`src/rtl/bsp_pkg.sv`:
```
package bsp_pkg;
  typedef enum logic [2:0] {
    CY_SRAM  = 3'd0,
    CY_ROM   = 3'd1,
    CY_EXTIO = 3'd2,
    CY_DRAM  = 3'd3,
    CY_REFR  = 3'd4
  } cyc_kind_e;

  localparam logic [1:0] SEL_MODE = 2'd0;
  localparam logic [1:0] SEL_DIR  = 2'd1;
  localparam logic [1:0] SEL_DATA = 2'd2;
endpackage

```
`src/rtl/bsp_port_regs.sv`:
```
module bsp_port_regs
  import bsp_pkg::*;
#(
  parameter int W = 8
) (
  input  logic         clk,
  input  logic         rst,
  input  logic         reg_we,
  input  logic [1:0]   reg_sel,
  input  logic [W-1:0] reg_wdata,
  input  logic [W-1:0] pad_i,
  output logic [W-1:0] mode_q,
  output logic [W-1:0] dir_q,
  output logic [W-1:0] data_q,
  output logic [W-1:0] port_in
);
  always_ff @(posedge clk) begin
    if (rst) begin
      mode_q  <= '0;
      dir_q   <= '0;
      data_q  <= '0;
      port_in <= '0;
    end else begin
      port_in <= pad_i;
      if (reg_we) begin
        case (reg_sel)
          SEL_MODE: mode_q <= reg_wdata;
          SEL_DIR:  dir_q  <= reg_wdata;
          SEL_DATA: data_q <= reg_wdata;
          default:  ;
        endcase
      end
    end
  end

  // registers change only on a write
  p_regs_quiet_r2: assert property (@(posedge clk) disable iff (rst)
    !reg_we |=> ($stable(mode_q) && $stable(dir_q) && $stable(data_q)));
endmodule

```
`src/rtl/bsp_strobe_ctl.sv`:
```
module bsp_strobe_ctl
  import bsp_pkg::*;
#(
  parameter int            NBLK     = 8,
  parameter logic [NBLK-1:0] RAS_MASK = 8'b0101_1010
) (
  input  logic              clk,
  input  logic              rst,
  input  logic              bus_hold,
  input  logic              cyc_act,
  input  logic [$clog2(NBLK)-1:0] cyc_blk,
  input  logic [2:0]        cyc_type,
  input  logic              cyc_wr,
  input  logic              page_en,
  input  logic              flyby,
  input  logic              io_en,
  output logic [NBLK-1:0]   blk_act,
  output logic              io_rd,
  output logic              io_wr
);
  localparam int BW = $clog2(NBLK);

  logic [NBLK-1:0] ras_hold;
  logic [NBLK-1:0] blk_onehot;
  logic            io_cyc;

  assign blk_onehot = NBLK'(1) << cyc_blk;

  for (genvar n = 0; n < NBLK; n++) begin : g_blk
    logic sel;
    assign sel = cyc_act && (cyc_blk == BW'(n));
    // chip select for any access kind, row strobe for refresh, held strobe
    assign blk_act[n] = (sel && (cyc_type <= CY_DRAM))
                      || (RAS_MASK[n] && sel && (cyc_type == CY_REFR))
                      || ras_hold[n];
  end

  always_ff @(posedge clk) begin
    if (rst || bus_hold)
      ras_hold <= '0;
    else if (cyc_act && cyc_type == CY_REFR)
      ras_hold <= '0;
    else if (cyc_act && cyc_type == CY_DRAM)
      ras_hold <= page_en ? (blk_onehot & RAS_MASK) : '0;
  end

  assign io_cyc = cyc_act && ((cyc_type == CY_SRAM)
                || (flyby && cyc_type == CY_EXTIO)
                || (io_en && (cyc_type == CY_ROM || cyc_type == CY_EXTIO)));
  assign io_rd  = io_cyc && !cyc_wr;
  assign io_wr  = io_cyc && cyc_wr;

  // never more than one held row strobe
  p_held_single_r7: assert property (@(posedge clk) disable iff (rst)
    $onehot0(ras_hold));
  // bus hold releases any held strobe
  p_hold_release_r7: assert property (@(posedge clk) disable iff (rst)
    bus_hold |=> (ras_hold == '0));
  // a DRAM cycle without page mode leaves nothing held
  p_page_off_r6: assert property (@(posedge clk) disable iff (rst)
    (cyc_act && cyc_type == CY_DRAM && !page_en && !bus_hold) |=> (ras_hold == '0));
endmodule

```
`src/rtl/bsp_pad_mux.sv`:
```
module bsp_pad_mux #(
  parameter int W = 8
) (
  input  logic         clk,
  input  logic         rst,
  input  logic         bus_hold,
  input  logic [W-1:0] mode,
  input  logic [W-1:0] dir,
  input  logic [W-1:0] data,
  input  logic [W-1:0] blk_act,
  input  logic         io_rd,
  input  logic         io_wr,
  output logic [W-1:0] pad_o,
  output logic [W-1:0] pad_oe,
  output logic         iord_n,
  output logic         iowr_n,
  output logic         io_oe
);
  always_ff @(posedge clk) begin
    if (rst) begin
      pad_o  <= '0;
      pad_oe <= '0;
      iord_n <= 1'b1;
      iowr_n <= 1'b1;
      io_oe  <= 1'b0;
    end else begin
      for (int n = 0; n < W; n++) begin
        pad_o[n]  <= mode[n] ? ~blk_act[n] : data[n];
        pad_oe[n] <= mode[n] ? ~bus_hold   : dir[n];
      end
      iord_n <= ~io_rd;
      iowr_n <= ~io_wr;
      io_oe  <= ~bus_hold;
    end
  end

  // port-mode enables follow the direction register
  p_port_dir_r2: assert property (@(posedge clk) disable iff (rst)
    ((~$past(mode)) & (pad_oe ^ $past(dir))) == '0);
  // hold turns off control pads and strobe pads
  p_ctl_hold_r8: assert property (@(posedge clk) disable iff (rst)
    bus_hold |=> (((pad_oe & $past(mode)) == '0) && !io_oe));
  // read and write strobes exclusive
  p_io_excl_r9: assert property (@(posedge clk) disable iff (rst)
    !(!iord_n && !iowr_n));
endmodule

```
`src/rtl/bus_strobe_port.sv`:
```
module bus_strobe_port
  import bsp_pkg::*;
#(
  parameter int              NPIN     = 8,
  parameter logic [NPIN-1:0] RAS_MASK = 8'b0101_1010
) (
  input  logic              clk,
  input  logic              rst,
  input  logic              bus_hold,
  input  logic              cyc_act,
  input  logic [$clog2(NPIN)-1:0] cyc_blk,
  input  logic [2:0]        cyc_type,
  input  logic              cyc_wr,
  input  logic              page_en,
  input  logic              flyby,
  input  logic              io_en,
  input  logic              reg_we,
  input  logic [1:0]        reg_sel,
  input  logic [NPIN-1:0]   reg_wdata,
  input  logic [NPIN-1:0]   pad_i,
  output logic [NPIN-1:0]   pad_o,
  output logic [NPIN-1:0]   pad_oe,
  output logic [NPIN-1:0]   port_in,
  output logic              iord_n,
  output logic              iowr_n,
  output logic              io_oe
);
  logic [NPIN-1:0] mode_q, dir_q, data_q, blk_act;
  logic            io_rd, io_wr;

  bsp_port_regs #(.W(NPIN)) u_regs (
    .clk(clk), .rst(rst), .reg_we(reg_we), .reg_sel(reg_sel),
    .reg_wdata(reg_wdata), .pad_i(pad_i), .mode_q(mode_q),
    .dir_q(dir_q), .data_q(data_q), .port_in(port_in)
  );

  bsp_strobe_ctl #(.NBLK(NPIN), .RAS_MASK(RAS_MASK)) u_ctl (
    .clk(clk), .rst(rst), .bus_hold(bus_hold), .cyc_act(cyc_act),
    .cyc_blk(cyc_blk), .cyc_type(cyc_type), .cyc_wr(cyc_wr),
    .page_en(page_en), .flyby(flyby), .io_en(io_en),
    .blk_act(blk_act), .io_rd(io_rd), .io_wr(io_wr)
  );

  bsp_pad_mux #(.W(NPIN)) u_mux (
    .clk(clk), .rst(rst), .bus_hold(bus_hold), .mode(mode_q),
    .dir(dir_q), .data(data_q), .blk_act(blk_act), .io_rd(io_rd),
    .io_wr(io_wr), .pad_o(pad_o), .pad_oe(pad_oe), .iord_n(iord_n),
    .iowr_n(iowr_n), .io_oe(io_oe)
  );
endmodule

```
`config.mk`:
```
export PLATFORM = sky130hd
export DESIGN_NAME = bus_strobe_port
export DESIGN_NICKNAME = d
export VERILOG_FILES = /design/src/rtl/bsp_pkg.sv /design/src/rtl/bsp_port_regs.sv /design/src/rtl/bsp_strobe_ctl.sv /design/src/rtl/bsp_pad_mux.sv /design/src/rtl/bus_strobe_port.sv
export SDC_FILE = /design/constraint.sdc
export NUM_CORES = 1
export LEC_CHECK = 0
export ABC_AREA = 1
export CORE_ASPECT_RATIO = 1.75
export CORE_MARGIN = 2
export CORE_UTILIZATION = 45
export DETAILED_ROUTE_END_ITERATION = 16
export PLACE_DENSITY = 0.83
export SLEW_MARGIN = 15
export SYNTH_ARGS = -nofsm -noshare
export SYNTH_HDL_FRONTEND = slang
export SYNTH_SLANG_ARGS = --single-unit
```
`constraint.sdc`:
```
create_clock -name clk -period 1.8 [get_ports clk]
set_input_delay 0.27 -clock clk [delete_from_list [all_inputs] [get_ports clk]]
set_output_delay 0.27 -clock clk [all_outputs]
set_load 0.1 [all_outputs]
```
# Word level (Yosys, flattened, before mapping)
# Index checks and enable logic that the tools add are counted.
[totals] reg_bits=59
[op_classes] muxes=17 shifts=1 magnitude_cmp=1 n_bitwise=11 reduce_logical=51 n_eq_ne=13
[ops] cell="1-bit logical AND" count=27
[ops] cell="1-bit logical OR" count=16
[ops] cell="1-bit 2-to-1 mux" count=16
[ops] cell="3-bit == test, second input constant" count=5
[ops] cell="3-bit by 2-bit == test with 1-bit output, second input constant" count=4
[ops] cell="1-bit NOT" count=11
[ops] cell="7-bit 2-to-1 mux" count=1
[ops] cell="1-bit by 3-bit left shift with 7-bit output, first input constant" count=1
[ops] cell="3-bit by 1-bit == test with 1-bit output, second input constant" count=2
[ops] cell="3-bit zero test" count=2
[ops] cell="2-bit AND reduction" count=3
[ops] cell="3-bit by 2-bit <= comparator with 1-bit output, second input constant" count=1
[ops] cell="2-bit by 1-bit == test with 1-bit output, second input constant" count=1
[ops] cell="2-bit == test, second input constant" count=1
[ops] cell="2-bit zero test" count=1
[ops] cell="2-bit OR reduction" count=1
[ops] cell="1-bit zero test" count=1

# Longest topological paths before layout
[depth] ltp_word=7 depth_mapped=6 mapped_depth_nobuf=6

# By module
# From an unflattened synthesis, not the netlist that was laid out.
[unflattened] hier_cells=344 area_unflattened_um2=2377.3
[modules_own_cells] mod="bsp_port_regs" instances=1 cells_per_inst=182 seq_area_each_um2=640.6 area_each_um2=1292.5
[modules_own_cells] mod="bsp_pad_mux" instances=1 cells_per_inst=89 seq_area_each_um2=380.4 area_each_um2=703.2
[modules_own_cells] mod="bsp_strobe_ctl" instances=1 cells_per_inst=73 seq_area_each_um2=80.1 area_each_um2=381.6

# Worst setup path before layout
# OpenSTA, ideal clock, no wires.
[synth_path] kind="register to output" from="reg u_mux.io_oe" to="out io_oe" t_required_ns=1.530 arrival_time_ns=0.909 stages_incl_launch_ff=1 path_slack_ns=0.621 n_path_buf=0 path_cell_list="dfxtp_1"
[synth_lines] element="start: declaration" line_no="bsp_pad_mux.sv:17" text="output logic io_oe"
[synth_lines] element="start signal: assignment" line_no="bsp_pad_mux.sv:33" text="io_oe <= ~bus_hold;"
[synth_lines] element="end: declaration" line_no="bus_strobe_port.sv:26" text="output logic io_oe"
# No word-level cell between the ends.

# Worst setup path after layout
[layout_path] from="in reg_sel[1]" to="reg u_regs.mode_q[2]"
[layout_via] elab_chain_cells=2
[layout_lines] element="start: declaration" line_no="bus_strobe_port.sv:18" text="input logic [1:0] reg_sel,"
[layout_lines] element="2-bit zero test" line_no="bsp_port_regs.sv:26" text="case (reg_sel)"
[layout_lines] element="2-bit AND reduction (no source line)"
[layout_lines] element="end signal: assignment" line_no="bsp_port_regs.sv:27" text="SEL_MODE: mode_q <= reg_wdata;"
[layout_lines] element="end: declaration" line_no="bsp_port_regs.sv:12" text="output logic [W-1:0] mode_q,"
# Every way passes these cells.
# A chain may end at the register's enable or synchronous reset.

==> flow_results.org <==
** Status
- The run finished with clean final reports.

** Clocking
- H-tree lvl count :: 2
- The clock passes through at most 2 buffers.
- TritonCTS built the clock tree.
- Setup bufs post-CTS :: 0
- Worst skew pair latency :: 0.30 ns
- The tree is rooted in a sky130_fd_sc_hd__clkbuf_8.
- The clock net in this run drives a total of 55 sinks.
- Clock slew at the register clock pins of the worst setup and hold paths :: 0.09 ns
- # resized after CTS :: 0
- Cts bufs inserted :: 5
- Quantity of hold-fixing buffers added after cts :: 0

** Cells and area
- Final nets :: 342
- Number of standard cells in the final layout excluding fillers :: 361
- The area growth from synthesis to layout is 35.5%.
- Fill cells :: 374
- Final Util :: 62.6%
- The number of antenna diodes in the final layout is 0.
- The post-route netlist has 14.8% of its cells at a drive strength greater than 1.

** Global routing
- Global routing consumed, over all layers together, 19.8% of the routing resources.
- Total congestion overflow :: 0
- Global routing met2 resource utilization :: 34.4%
- First-pass GRT wire length :: 7340 um
- Entering global routing, the biggest net connects 41 pins.
- The via count of the first global-routing pass was 1661.
- The global routing stage identified its most utilized layer as met2.
- Antenna violations before repair :: 0
- For this run, global-route usage on met3 was measured as 4.23%.
- Routing usage on met1 :: 20.7%

** Place
- Detailed placer's ending HPWL :: 3450 um
- Placed insts :: 353
- Routability-driven placement finished with a final weighted congestion of 0.804.
- During placement, the flow inserted port buffers numbering 59.

** STA
- Between clock sinks in the finished design, the worst skew comes to 0.00570 ns.
- Unrepaired setup endpoints after global routing :: no
- In the final timing run, aggregate negative setup slack is 0 ns.
- In this run the tightest slew margin relative to its limit is 74.2%.
- Pins over their slew limit :: 0
- Final setup viols :: 0
- The count of final hold-check violations came to 0.
- Actual transition at the worst max-transition pin :: 0.386 ns
- Based on the critical path, the design can be clocked at up to 758 MHz.
- Share of the cycle needed by the critical path after routing :: 73.3%
- Minimum clock period after layout :: 1.32 ns

** Pwr
- Maximum vdd ir drop :: 0.484 mV
- Net switching is 28.9% of the power.
- The clock network is responsible for 31.3% of the overall power.
- Reg power frac :: 49.3%
- Per report_power, the combinational group accounts for 19.4% of the total.
- Leak pwr :: 0.00117 uW
- The analysis attributes to net switching a power of 764 uW.
- After layout, the design draws a total of 2640 uW.
- In this run the power density over the cells is 976 mW/mm^2.
- The internal power of the cells totals 1880 uW.

** Synthesis
- Share of the synthesized area in the top cell type :: 55.2%
- Register bit total from synthesis :: 55
- Summing the sequential cell areas from Yosys gives 55.2% of the chip area.
- Post-synthesis async set-or-reset flop share :: 0%
- In the post-synthesis netlist, the biggest area contributors are sky130_fd_sc_hd__dfxtp_1 55%, sky130_fd_sc_hd__o21ai_0 11%, sky130_fd_sc_hd__nor2_1 9.4%, sky130_fd_sc_hd__a21oi_1 6.0%, sky130_fd_sc_hd__inv_1 5.5%.
- Most frequent cell after synthesis :: sky130_fd_sc_hd__dfxtp_1
- The netlist uses 21 different library cells.
- Number of instances in the synthesized netlist :: 247
- Sorting the synthesized cells by how often they occur yields 55 x sky130_fd_sc_hd__dfxtp_1, 50 x sky130_fd_sc_hd__nor2_1, 42 x sky130_fd_sc_hd__o21ai_0.
- Dominant register cell in the synthesized netlist :: sky130_fd_sc_hd__dfxtp_1
- Post-Synthesis Net Count :: 280
- Yosys mapped a number of flops with a built-in enable equal to 0.
- The cell area that synthesis handed to floorplanning was 0.00200 mm^2.
- Top cell type by total area after synthesis :: sky130_fd_sc_hd__dfxtp_1
- The average instance in the mapped netlist occupies 8.08 um^2.
- Synthesis warning total :: 0

** Setup path
- Master of the slowest instance on the critical path :: sky130_fd_sc_hd__clkdlybuf4s50_1
- Cell repeated most along the worst path :: sky130_fd_sc_hd__nor2_1
- STA puts the critical path data required time at 2.00 ns.
- Type of the setup path with the least slack :: input pin to flop
- On the worst path, the slowest cell contributes a delay of 0.49 ns.
- Along the worst path, the maximum fanout reaches 9.
- STA puts the critical path data arrival time at 1.52 ns.
- Kind of start point of the critical path :: input pin
- Critical path endpoint category :: flop
- Series of cell instances along the critical path :: clkdlybuf4s50_1 -> nor3_4 -> inv_2 -> nor2_1 -> nor2_1

** Routing
- Using the TritonRoute via totals, the vias-per-cell ratio works out to 4.96.
- Average wire length per cell after detail routing :: 12.6 um
- Detailed routing inserted a total of 1791 vias.
- Count of TritonRoute iterations in the first routing pass :: 4
- Once detail routing completed, the nets flagged for antenna violations numbered 0.
- Drt drc :: 0
- After the first detailed-routing iteration, the DRC count stood at 40.
- WL final :: 4560 um

** Die
- Measured along the y axis, the die boundary spans 92.1 um.
- Overall die width :: 54.3 um
- Boundary pin count :: 60
- The floorplan step defined a die boundary enclosing 0.00500 mm^2.
- The core region is 0.00432 mm^2.
- The initial utilization of the core area, before any placement, comes to 46.2%.
- Total number of placement rows :: 32

** Worst hold path
- Class of the tightest hold or removal check :: flop to flop

** Run
- Max-cap violations in this run came to 0.
[cells in the final DEF (no fill, tap or decap), drive strengths merged]
cell type	synthesis	routed
nand2	17	17
bufinv	0	1
nand3b	1	1
clkdlybuf4s50	0	32
a41oi	1	1
buf	1	30
clkbuf	6	6
dfxtp	55	55
o21ai	42	42
nor3	4	4
nor2	51	51
clkinv	0	1
nor4	1	1
a31oi	3	3
nand3	5	5
o21bai	2	2
inv	32	32
a21oi	24	24
nand4	2	2
[area by class of cell]
cell class | instances | area [um^2] | share of cell area (%)
flip-flops and latches | 55 | 1100 | 40.7
multi-input cells | 153 | 744 | 27.5
repair buffers | 62 | 558 | 20.6
inverters | 32 | 120 | 4.44
clock buffers | 6 | 82.6 | 3.05
well taps | 51 | 63.8 | 2.36
clock inverters | 2 | 35.0 | 1.30
[state kept, by name, summed over array words and instances, names as in the netlist]
| name | count |
|---|---|
| u_mux.pad_o | 8 |
| u_mux.pad_oe | 8 |
| u_regs.data_q | 8 |
| u_regs.dir_q | 8 |
| u_regs.mode_q | 8 |
| u_regs.port_in | 8 |
| u_ctl.ras_hold | 4 |
| u_mux.io_oe | 1 |
| u_mux.iord_n | 1 |
| u_mux.iowr_n | 1 |
[power by group through the flow]
stage	Sequential [uW]	Clock (uW)	Combinational, uW
3_3_place_gp	1330	0	507
4_1_cts	1300	838	513
2_1_floorplan	1560	0	108
6_report	1300	826	512
5_1_grt	1310	886	545
3_5_place_dp	1330	0	512
[metal layers]
metal  vias to the layer above  part of all wire, %
li1                        926                    -
met1                       789                   37
met2                        64                   54
met3                        12                  6.1
met4                         0                  2.9
met5                         -                    0
[kinds of logic after synthesis]
family | count (synthesis) | share of synthesized area [%]
AO/OA/AOI/OAI | 72 | 18.7
buffers and inverters | 39 | 7.52
AND/OR/NAND/NOR | 81 | 18.6
flip-flops | 55 | 55.2
[worst max-delay path: cells and delay by family]
kind,cells,cell delay [ns]
and+or+nand+nor,3,0.60
buffers and inverters,2,0.66
[final timing paths]
check / startpoint / to / slack [ns] / cells past startpoint
max reg2reg: u_regs.mode_q[5] / u_mux.pad_o[5] / 1.05 / 2
max: reg_sel[1] / u_regs.mode_q[2] / 0.48 / 5
min: u_regs.data_q[6] / u_regs.data_q[6] / 0.44 / 2
min reg2reg: u_regs.data_q[6] / u_regs.data_q[6] / 0.44 / 2
[stage by stage]
step / worst slack (ns) / instance area (um^2) / hold slack, ns
after floorplan: 0.621 / 2000 / 0.354
after global placement: 0.172 / 2590 / 0.427
after detailed placement: 0.152 / 2590 / 0.430
after CTS: 0.469 / 2710 / 0.444
after global routing: 0.365 / 2710 / 0.461
final: 0.480 / 2710 / 0.443
Power figures use the tool's default switching activity.
